File: src/rtl/fser_pkg.sv
package fser_pkg;

  // Link state of the transmitter
  typedef enum logic [1:0] {
    ST_WAIT   = 2'd0,   // output disabled, counting lock periods
    ST_RESYNC = 2'd1,   // output enabled, sending zero frames
    ST_DATA   = 2'd2    // output enabled, sending captured words
  } tx_state_e;

  // What the shift register takes on at a word strobe
  typedef enum logic [1:0] {
    LD_NONE = 2'd0,     // quiet line
    LD_ZERO = 2'd1,     // framed all-zero word
    LD_DATA = 2'd2      // framed captured word
  } load_kind_e;

  // Serial bits per frame for a given payload width
  function automatic int unsigned frame_bits(input int unsigned data_w);
    return data_w + 2;
  endfunction

endpackage

File: src/rtl/fser_bit_timer.sv
module fser_bit_timer #(
  parameter int unsigned FRAME_LEN = 12
) (
  input  logic clk,
  input  logic rst,
  output logic strobe
);
  localparam int unsigned CNT_W = $clog2(FRAME_LEN);

  logic [CNT_W-1:0] bit_idx;

  function automatic logic [CNT_W-1:0] next_idx(input logic [CNT_W-1:0] cur);
    if (cur == CNT_W'(FRAME_LEN - 1)) return '0;
    return cur + CNT_W'(1);
  endfunction

  always_ff @(posedge clk) begin
    if (rst) bit_idx <= '0;
    else     bit_idx <= next_idx(bit_idx);
  end

  assign strobe = (bit_idx == '0);

endmodule

File: src/rtl/fser_lock_ctrl.sv
module fser_lock_ctrl
  import fser_pkg::*;
#(
  parameter int unsigned LOCK_WORDS    = 2049,
  parameter int unsigned RESYNC_FRAMES = 1
) (
  input  logic       clk,
  input  logic       rst,
  input  logic       force_idle,
  input  logic       strobe,
  output tx_state_e  state,
  output load_kind_e load_kind
);
  localparam int unsigned WAIT_W = $clog2(LOCK_WORDS + 1);
  localparam int unsigned RS_W   = $clog2(RESYNC_FRAMES + 1);

  logic [WAIT_W-1:0] wait_cnt, wait_nxt;
  logic [RS_W-1:0]   rs_cnt, rs_nxt;
  tx_state_e         state_nxt;

  always_comb begin
    state_nxt = state;
    load_kind = LD_NONE;
    wait_nxt  = wait_cnt;
    rs_nxt    = rs_cnt;
    if (strobe) begin
      unique case (state)
        ST_WAIT: begin
          if (wait_cnt == WAIT_W'(LOCK_WORDS - 1)) begin
            state_nxt = ST_RESYNC;
            load_kind = LD_ZERO;
            wait_nxt  = '0;
            rs_nxt    = RS_W'(1);
          end else begin
            wait_nxt = wait_cnt + WAIT_W'(1);
          end
        end
        ST_RESYNC: begin
          if (rs_cnt >= RS_W'(RESYNC_FRAMES)) begin
            state_nxt = ST_DATA;
            load_kind = LD_DATA;
          end else begin
            load_kind = LD_ZERO;
            rs_nxt    = rs_cnt + RS_W'(1);
          end
        end
        ST_DATA:  load_kind = LD_DATA;
        default:  state_nxt = ST_WAIT;
      endcase
    end
    if (force_idle) begin
      state_nxt = ST_WAIT;
      load_kind = LD_NONE;
      wait_nxt  = '0;
      rs_nxt    = '0;
    end
  end

  always_ff @(posedge clk) begin
    if (rst) begin
      state    <= ST_WAIT;
      wait_cnt <= '0;
      rs_cnt   <= '0;
    end else begin
      state    <= state_nxt;
      wait_cnt <= wait_nxt;
      rs_cnt   <= rs_nxt;
    end
  end

endmodule

File: src/rtl/fser_shifter.sv
module fser_shifter
  import fser_pkg::*;
#(
  parameter int unsigned DATA_W = 10
) (
  input  logic              clk,
  input  logic              rst,
  input  logic              clear,
  input  logic              strobe,
  input  load_kind_e        load_kind,
  input  logic [DATA_W-1:0] word_in,
  output logic              serial_bit
);
  localparam int unsigned FRAME_LEN = frame_bits(DATA_W);

  logic [DATA_W-1:0]    in_reg;
  logic [FRAME_LEN-1:0] sreg;

  // LSB leaves first: start (1), data LSB first, stop (0)
  function automatic logic [FRAME_LEN-1:0] pack_frame(input logic [DATA_W-1:0] d);
    return {1'b0, d, 1'b1};
  endfunction

  always_ff @(posedge clk) begin
    if (rst)         in_reg <= '0;
    else if (strobe) in_reg <= word_in;
  end

  always_ff @(posedge clk) begin
    if (rst || clear) begin
      sreg <= '0;
    end else if (strobe) begin
      unique case (load_kind)
        LD_ZERO: sreg <= pack_frame('0);
        LD_DATA: sreg <= pack_frame(in_reg);
        default: sreg <= '0;
      endcase
    end else begin
      sreg <= {1'b0, sreg[FRAME_LEN-1:1]};
    end
  end

  assign serial_bit = sreg[0];

endmodule

File: src/rtl/fser_tx.sv
module fser_tx
  import fser_pkg::*;
#(
  parameter int unsigned DATA_W        = 10,
  parameter int unsigned LOCK_WORDS    = 2049,
  parameter int unsigned RESYNC_FRAMES = 1
) (
  input  logic              clk,
  input  logic              rst,
  input  logic              force_idle,
  input  logic [DATA_W-1:0] word_in,
  output logic              serial_out,
  output logic              serial_oe,
  output logic              locked,
  output logic              word_strobe
);
  localparam int unsigned FRAME_LEN = frame_bits(DATA_W);

  logic       strobe;
  tx_state_e  state;
  load_kind_e load_kind;

  fser_bit_timer #(.FRAME_LEN(FRAME_LEN)) u_timer (
    .clk    (clk),
    .rst    (rst),
    .strobe (strobe)
  );

  fser_lock_ctrl #(
    .LOCK_WORDS    (LOCK_WORDS),
    .RESYNC_FRAMES (RESYNC_FRAMES)
  ) u_ctrl (
    .clk        (clk),
    .rst        (rst),
    .force_idle (force_idle),
    .strobe     (strobe),
    .state      (state),
    .load_kind  (load_kind)
  );

  fser_shifter #(.DATA_W(DATA_W)) u_shift (
    .clk        (clk),
    .rst        (rst),
    .clear      (force_idle),
    .strobe     (strobe),
    .load_kind  (load_kind),
    .word_in    (word_in),
    .serial_bit (serial_out)
  );

  assign word_strobe = strobe;
  assign serial_oe   = (state != ST_WAIT);
  assign locked      = (state == ST_DATA);

endmodule

File: config.mk
export PLATFORM = sky130hd
export DESIGN_NAME = fser_tx
export DESIGN_NICKNAME = d
export VERILOG_FILES = /design/src/rtl/fser_pkg.sv /design/src/rtl/fser_bit_timer.sv /design/src/rtl/fser_lock_ctrl.sv /design/src/rtl/fser_shifter.sv /design/src/rtl/fser_tx.sv
export SDC_FILE = /design/constraint.sdc
export NUM_CORES = 1
export LEC_CHECK = 0
export ABC_AREA = 0
export CAP_MARGIN = 10
export CORE_MARGIN = 8
export CORE_UTILIZATION = 50
export DETAILED_ROUTE_END_ITERATION = 8
export GPL_TIMING_DRIVEN = 0
export PLACE_DENSITY_LB_ADDON = 0.1
export SLEW_MARGIN = 20
export SYNTH_ARGS = -nofsm -noshare
export SYNTH_HDL_FRONTEND = slang
export SYNTH_SLANG_ARGS = --single-unit
File: constraint.sdc
create_clock -name clk -period 2.64 [get_ports clk]
set_input_delay 0.528 -clock clk [delete_from_list [all_inputs] [get_ports clk]]
set_output_delay 0.528 -clock clk [all_outputs]
set_load 0.01 [all_outputs]
# Word level (Yosys, flattened, before mapping)
# Index checks and enable logic that the tools add are counted.
# Widths: inputs -> output; s select.
dict set report totals {
  output_inout_bits 4
  register_bits 41
}
dict set report classes {
  mux 18
  reduce_logical 10
  n_eq_ne 9
  bitwise_logic 2
  addsub 3
  n_lt_le_gt_ge 1
}
# op n
set op_table {}
lappend op_table {{$pmux 11 s2} 1}
lappend op_table {{$add 12x1->12 const B} 1}
lappend op_table {{$eq 12x12->1 const B} 1}
lappend op_table {{$mux 12} 1}
lappend op_table {{$pmux 2 s3} 2}
lappend op_table {{$mux 11} 1}
lappend op_table {{$mux 2} 5}
lappend op_table {{$mux 4} 2}
lappend op_table {{$reduce_and 4->1} 2}
lappend op_table {{$mux 1} 5}
lappend op_table {{$add 4x1->4 const B} 1}
lappend op_table {{$eq 2x1->1 const B} 2}
lappend op_table {{$eq 2x2->1 const B} 2}
lappend op_table {{$eq 4x4->1 const B} 1}
lappend op_table {{$logic_not 4->1} 1}
lappend op_table {{$ne 2x1->1 const B} 2}
lappend op_table {{$reduce_bool 2->1} 2}
lappend op_table {{$reduce_or 2->1} 2}
lappend op_table {{$logic_not 2->1} 1}
lappend op_table {{$ne 2x2->1 const B} 1}
lappend op_table {{$not 1->1} 2}
lappend op_table {{$pmux 1 s2} 1}
lappend op_table {{$reduce_and 2->1} 1}
lappend op_table {{$add 1x1->1 const B} 1}
lappend op_table {{other kinds (2)} 2}

# Logic depth before layout (Yosys ltp)
# Gate-level depths: netlist (run 1).
dict set report logic_depth {
  word_depth 8
  ltp_mapped 10
  mapped_depth_nobuf 10
}

# Cells and area by module
# A second synthesis (run 1) with hierarchy kept.
dict set report unflattened {
  hier_cells 195
  hier_area_um2 1801.7
}
# mod cells_each instances area_per_inst_um2 seq_area_each_um2
set modules_own_cells {}
lappend modules_own_cells {fser_shifter 82 1 834.6 420.4}
lappend modules_own_cells {fser_lock_ctrl 91 1 759.5 300.3}
lappend modules_own_cells {fser_bit_timer 20 1 195.2 80.1}
lappend modules_own_cells {fser_tx 2 1 12.5 0.0}

# Worst setup path before layout (run 1)
# No wires, ideal clock.
dict set report synth_timing {
  path_kind {register to register}
  start {register u_timer.bit_idx[0]}
  end {register u_shift.sreg[2]}
  setup_time_ps 70
  path_stages_with_launch 11
  slack_ps 557
  t_arrival_ps 2013
  required_time_ps 2570
  path_cell_list {dfxtp_1 -> inv_1 -> ha_1 -> or3b_1 -> buf_4 -> clkbuf_1 -> nor3_1 -> ha_1 -> clkbuf_1 -> nand3_1 -> a21oi_1}
}
dict set report synth_between {
  elab_chain_cells 6
  word_cells_on_any_way 7
}
# element line
set synth_lines {}
lappend synth_lines {{start: declaration} fser_bit_timer.sv:10} ;# logic [CNT_W-1:0] bit_idx;
lappend synth_lines {{start signal: assignment} fser_bit_timer.sv:19} ;# else bit_idx <= next_idx(bit_idx);
lappend synth_lines {{$logic_not 4->1 *} fser_bit_timer.sv:22} ;# assign strobe = (bit_idx == '0);
lappend synth_lines {{$mux 2} fser_lock_ctrl.sv:26} ;# if (strobe) begin
lappend synth_lines {{$mux 2} fser_lock_ctrl.sv:51} ;# if (force_idle) begin
lappend synth_lines {{$eq 2x2->1 / $eq 2x1->1 (equally long branches)} fser_shifter.sv:33} ;# unique case (load_kind)
lappend synth_lines {{$pmux 11 s2} fser_shifter.sv:33}
lappend synth_lines {{$mux 11 *} fser_shifter.sv:32} ;# end else if (strobe) begin
lappend synth_lines {{end signal: assignment} fser_shifter.sv:34} ;# LD_ZERO: sreg <= pack_frame('0);
lappend synth_lines {{end signal: assignment} fser_shifter.sv:35} ;# LD_DATA: sreg <= pack_frame(in_reg);
lappend synth_lines {{end signal: assignment} fser_shifter.sv:39} ;# sreg <= {1'b0, sreg[FRAME_LEN-1:1]};
lappend synth_lines {{end: declaration} fser_shifter.sv:17} ;# logic [FRAME_LEN-1:0] sreg;
# Mark *: on every way between the ends. The rest lies on a longest branch, timed or not.
# A chain may end at the register's enable or synchronous reset.

# Final worst setup path (run 1)
dict set report layout_timing {
  start {register u_timer.bit_idx[0]}
  end {output word_strobe}
}
dict set report layout_between {
  elab_chain_cells 1
}
# element line
set layout_lines {}
lappend layout_lines {{$logic_not 4->1} fser_bit_timer.sv:22}
lappend layout_lines {{end: declaration} fser_tx.sv:15} ;# output logic word_strobe
# No other way between the ends.

==> results.toml, run 1 <==
[finish]
seq_area_um2 = 801
area_growth_pct = 17.8
fin_util_pct = 61.0
multi_input_area_um2 = 836
layout-drive-gt1-share_pct = 6.99
fillers = 347
final_area_um2 = 2020
nets = 246
diodes = 0
largest_reg_flops = 12
fin_cells = 275

[power]
irDropWorstVdd_v = 0.000380
p_int_mw = 0.903
netSwitchingPower_mw = 0.294
switching_share_pct = 24.6
comb_power_share_pct = 11.0
power_density_nw_per_um2 = 593
report.power.total_mw = 1.20
pwr-share-seq_pct = 53.3
p_clk_share_pct = 35.7
power.leakage_nw = 0.705

[critical_path]
critical-path-top-delay-family = "buffers and inverters"
cp-start-kind = "flip-flop"
path_class = "flip-flop to output pin"
crit_start = "u_timer.bit_idx[0]"
slowest_delay_ns = 0.35
cp_slowest_cell = "dfxtp_1"
crit_required_ns = 2.11
crit_path_end_kind = "output pin"
cp.arrival_ns = 1.84
r2r-start = "u_timer.bit_idx[0]"
critPathBufInv = 4
critPathMaxFanout = 18
path_cells = "inv_1 > ha_1 > or3b_1 > buf_4 > clkinv_4 > dlygate4sd2_1"

[logic_synthesis]
yosysUniqueCellTypes = 35
syn_avg_cell_area_um2 = 8.32
seq_area_frac_synth_pct = 46.7
syn_inst = 206
yosys_register_bits = 40
synthesis.nets = 224
yosysWarnings = 0
syn-cell-area_um2 = 1710

[timing]
maxSlewViolCount = 0
rsz0062_at_grt = "no"
setup_viol = 0
relSlewSlack_pct = 60.5
hold_viol = 0
finalCritPeriodShare_pct = 89.6
worst_pin_slew_ns = 0.592
timing.final.ws_setup_ns = 0.275
clock_skew_ns = 0.00375
timing.setup.tns_ns = 0
hold_slack_ns = 0.445
fmax_mhz = 423
min_period_ns = 2.37

[routing]
drtIter0Drc = 129
route.detailed.drc = 0
vias = 1430
wl_per_cell_um = 12.7
drtAntennaViolNets = 0
finalWirelength_mm = 3.49
drt_pass1_iterations = 4
via_per_inst = 5.20

[global_routing]
grt_pass1_vias = 1390
grt_pass1_wl_mm = 6.12
grt_max_degree = 19
overflow = 0
antenna_found_initial = 0
track_usage_pct = 14.3

[clock_tree]
cts_buffers = 5
cts_root_buf = "clkbuf_4"
cts_hold_buf = 0
h-tree-depth = 2
clock_latency_ns = 0.35
cts_tree = "done"
clk_pin_slew_ns = 0.12
clock_path_buffers = 2
cts_sinks = 40

[placed_design]
place_inst = 268
post_dp_cell_area_um2 = 1930
gp_congestion = 0.776
io_buffers = 16
dpl_worst_slack_ns = 0.0223
dp.final_hpwl_mm = 2.65

[floorplan]
rows = 21
core-area_um2 = 3310
die_width_um = 74.5
die_h_um = 74.5
die_area_um2 = 5550
start_util_pct = 51.7
io_pins = 17

[run_status]
status = "finished, final reports clean"

[job]
cap_violations = 0

[min_path]
hold_class = "flip-flop to flip-flop"
hp-start = "u_shift.sreg[4]"
==> repair_timing <==
| item | in CTS | in global routing |
|---|---|---|
| gates resized for setup | 1 | 1 |
| setup buffers | 0 | 0 |
| endpoints found under the hold margin | 0 | 0 |
| setup endpoints to repair | 1 | 1 |
==> synthesized netlist by cell type, drive strengths merged <==
cell type | count | area, µm²
dfxtp | 40 | 801
nand2 | 34 | 128
a21oi | 29 | 145
nor2 | 20 | 75.1
nand3 | 14 | 82.6
clkbuf | 8 | 30.0
xor2 | 7 | 61.3
inv | 6 | 22.5
ha | 5 | 62.6
nand4 | 5 | 31.3
nor3 | 5 | 25.0
buf | 3 | 17.5
nor3b | 3 | 22.5
nor4b | 3 | 32.5
o21ai | 3 | 15.0
mux2i | 2 | 20.0
o31ai | 2 | 15.0
or3 | 2 | 12.5
xnor2 | 2 | 17.5
a311oi | 1 | 8.76
a31oi | 1 | 6.26
and2 | 1 | 6.26
and3 | 1 | 6.26
and3b | 1 | 8.76
and4 | 1 | 8.76
clkinv | 1 | 8.76
nand2b | 1 | 6.26
nand3b | 1 | 7.51
nor2b | 1 | 6.26
or2 | 1 | 6.26
or3b | 1 | 8.76
or4 | 1 | 7.51
==> power by group through the flow <==
| stage | combinational (mW) | sequential (mW) | clock, mW |
|---|---|---|---|
| floorplan | 0.0897 | 0.647 | 0 |
| global placement | 0.132 | 0.650 | 0 |
| detailed placement | 0.135 | 0.651 | 0 |
| CTS | 0.133 | 0.638 | 0.441 |
| global route | 0.148 | 0.641 | 0.470 |
| finish | 0.132 | 0.638 | 0.428 |
==> layer usage <==
layer,global-route usage (%),share of wire (%)
met1,18.7,50
met2,21.3,45
met3,4.45,4.8
met4,5.22,0.63
met5,0,0
==> kinds of logic after synthesis <==
logic type / after synthesis / synth area share (%)
AOI/OAI and AO/OA: 36 / 11.1
buffers and inverters: 18 / 4.60
and+or+nand+nor: 96 / 28.1
xor gates and xnor gates: 9 / 4.60
muxes: 2 / 1.17
DFF: 40 / 46.7
adders and majority gates: 5 / 3.65
==> worst min-delay path, stage by stage (launching register included) <==
cell,delay (ns)
dfxtp_1,0.32
nand2_1,0.05
a21oi_1,0.05
==> cell type report <==
type | count | share of cell area (%)
clock buffer | 6 | 2.54
multi-input combinational | 148 | 41.4
sequential | 40 | 39.7
tap | 46 | 2.85
buffer | 10 | 2.17
clock inverter | 2 | 1.92
timing repair buffer | 16 | 7.87
inverter | 7 | 1.55
==> worst paths after layout <==
path	endpoint	slack [ns]	cells after the start
worst min register to register	u_shift.sreg[3]	0.44	2
worst min-delay path	u_shift.sreg[3]	0.44	2
worst max register to register	u_shift.sreg[8]	0.28	10
worst max-delay path	word_strobe	0.27	6
==> cells in the final DEF (no fill, tap or decap), types with 2 or more instances in the layout <==
master	instances
clkbuf_4	5
clkinv_4	2
nand4_1	5
o21ai_0	3
nor3_1	5
nor3b_1	3
mux2i_1	2
clkdlybuf4s50_1	15
dfxtp_1	40
or3_1	2
o31ai_1	2
xnor2_1	2
ha_1	5
nand2_1	34
nand3_1	13
clkbuf_1	7
a21oi_1	29
buf_2	2
inv_1	6
xor2_1	7
nor4b_1	2
nor2_1	19
No activity file was read; power rests on OpenSTA's default activity.
==> run 2, diff against run 1 <==
Settings changed: CORE_MARGIN 8 to not set.
==> run 2 against run 1 <==
Net effect: die area decreased by 34%; worst hold slack improved by 0.0018 ns; largest cell class unchanged; utilization grew 1.6 points; fmax shrank 4.3%; critical path type unchanged.
==> results.toml, run 2 (synthesis results as in run 1) <==
[finish]
largest_reg_flops = 12
fillers = 302
fin_util_pct = 62.6
layout-drive-gt1-share_pct = 6.14
final_area_um2 = 1970
area_growth_pct = 15.2
fin_cells = 272
nets = 246
diodes = 0
most-common-layout-cells = "dfxtp_1 (40), nand2_1 (34), a21oi_1 (29)"
layout_commonest_cell = "dfxtp_1"
multi_input_area_um2 = 833
seq_area_um2 = 801

[timing]
clock_skew_ns = 0.00585
relSlewSlack_pct = 60.1
timing.setup.tns_ns = 0
rsz0062_at_grt = "no"
min_period_ns = 2.47
timing.final.ws_setup_ns = 0.170
maxSlewViolCount = 0
worst_pin_slew_ns = 0.597
setup_viol = 0
finalCritPeriodShare_pct = 93.6
fmax_mhz = 405
hold_viol = 0
hold_slack_ns = 0.446

[global_routing]
overflow = 0
grt_use_met2_pct = 31.2
grt_pass1_wl_mm = 5.87
track_usage_pct = 22.0
gr-usage-met1_pct = 31.1
use_met3_pct = 7.04
grt_busiest_layer = "met2"
grt_max_degree = 19
grt_pass1_vias = 1309
antenna_found_initial = 0

[critical_path]
slowest_delay_ns = 0.50
cp.arrival_ns = 1.94
critical-path-top-delay-family = "buffers and inverters"
crit_required_ns = 2.11
path_cells = "clkbuf_1 > nor2_1 > inv_1 > clkdlybuf4s50_1"
crit_path_end_kind = "output pin"
cp_slowest_cell = "clkdlybuf4s50_1"
cp-start-kind = "flip-flop"
path_class = "flip-flop to output pin"
critPathMaxFanout = 8
critPathBufInv = 3

[placed_design]
dpl_worst_slack_ns = 0.0157
gp_congestion = 0.736
post_dp_cell_area_um2 = 1930
place_inst = 266
dp.final_hpwl_mm = 2.52
io_buffers = 16

[job]
cap_violations = 0

[routing]
drtIter0Drc = 87
via_per_inst = 5.36
route.detailed.drc = 0
drtAntennaViolNets = 0
finalWirelength_mm = 3.48
vias = 1458
wl_per_cell_um = 12.8
drt_pass1_iterations = 4

[clock_tree]
clock_latency_ns = 0.35
h-tree-depth = 2
clk_pin_slew_ns = 0.12
clock_path_buffers = 2
cts_tree = "done"
cts_sinks = 40
cts_buffers = 5
cts_root_buf = "clkbuf_4"
cts_hold_buf = 0

[power]
report.power.total_mw = 1.07
comb_power_share_pct = 12.5
p_int_mw = 0.774
irDropWorstVdd_v = 0.000298
switching_share_pct = 27.7
netSwitchingPower_mw = 0.297
pwr-share-seq_pct = 59.7
power.leakage_nw = 0.682
p_clk_share_pct = 27.9
power_density_nw_per_um2 = 542

[floorplan]
die_h_um = 60.5
io_pins = 17
die_width_um = 60.5
rows = 20
core-area_um2 = 3150
start_util_pct = 54.3
die_area_um2 = 3660

[min_path]
hold_class = "flip-flop to flip-flop"

[run_status]
status = "finished, final reports clean"
run 2: changes by cell type in the layout (fill, tap and decap cells not counted):
cell and change:
clkinvlp_4 +1, nor2_2 -1, clkinv_2 +1, clkinv_4 -1, clkbuf_8 -1, bufinv_16 -1
nor2_1 +1
run 2: worst register-to-register path, stage by stage, from the launching register on:
cell and delay (ns):
dfxtp_1 0.35, inv_1 0.07, ha_1 0.17, or3b_1 0.34, buf_4 0.18, clkbuf_1 0.22, nor3_1 0.22, ha_1 0.17
clkbuf_1 0.33, nand3_1 0.13, a21oi_1 0.15
run 2: power by group through the flow:
stage	clock, mW	combinational (mW)	sequential, mW
after global routing	0.327	0.149	0.641
after detailed placement	0	0.136	0.652
final	0.298	0.133	0.639
after floorplan	0	0.0897	0.647
after CTS	0.307	0.135	0.638
after global placement	0	0.134	0.651
run 2: area by class of cell:
type	instances	share of cell area [%]
well taps	44	2.79
clock buffers	5	1.90
inverters	7	1.59
clock inverters	2	0.634
multi-input cells	148	42.2
flip-flops and latches	40	40.6
plain buffers	10	2.22
repair buffers	16	8.05
run 2: final timing paths:
check,start,end,slack (ns),cells after the start
worst min-delay path,u_shift.sreg[10],u_shift.sreg[9],0.45,2
worst max register to register,u_timer.bit_idx[0],u_shift.sreg[5],0.25,10
worst max-delay path,u_ctrl.state[1],serial_oe,0.17,4
worst min register to register,u_shift.sreg[10],u_shift.sreg[9],0.45,2
run 2: repair_timing:
action,CTS,global route
setup buffers,0,0
gates resized for setup,1,0
endpoints found under the setup margin,1,0
run 2: metal layers:
layer | share of wire, % | up-vias
li1 | - | 743
met1 | 50 | 674
met2 | 43 | 34
met3 | 5.6 | 7
met4 | 1.4 | 0
met5 | 0 | -
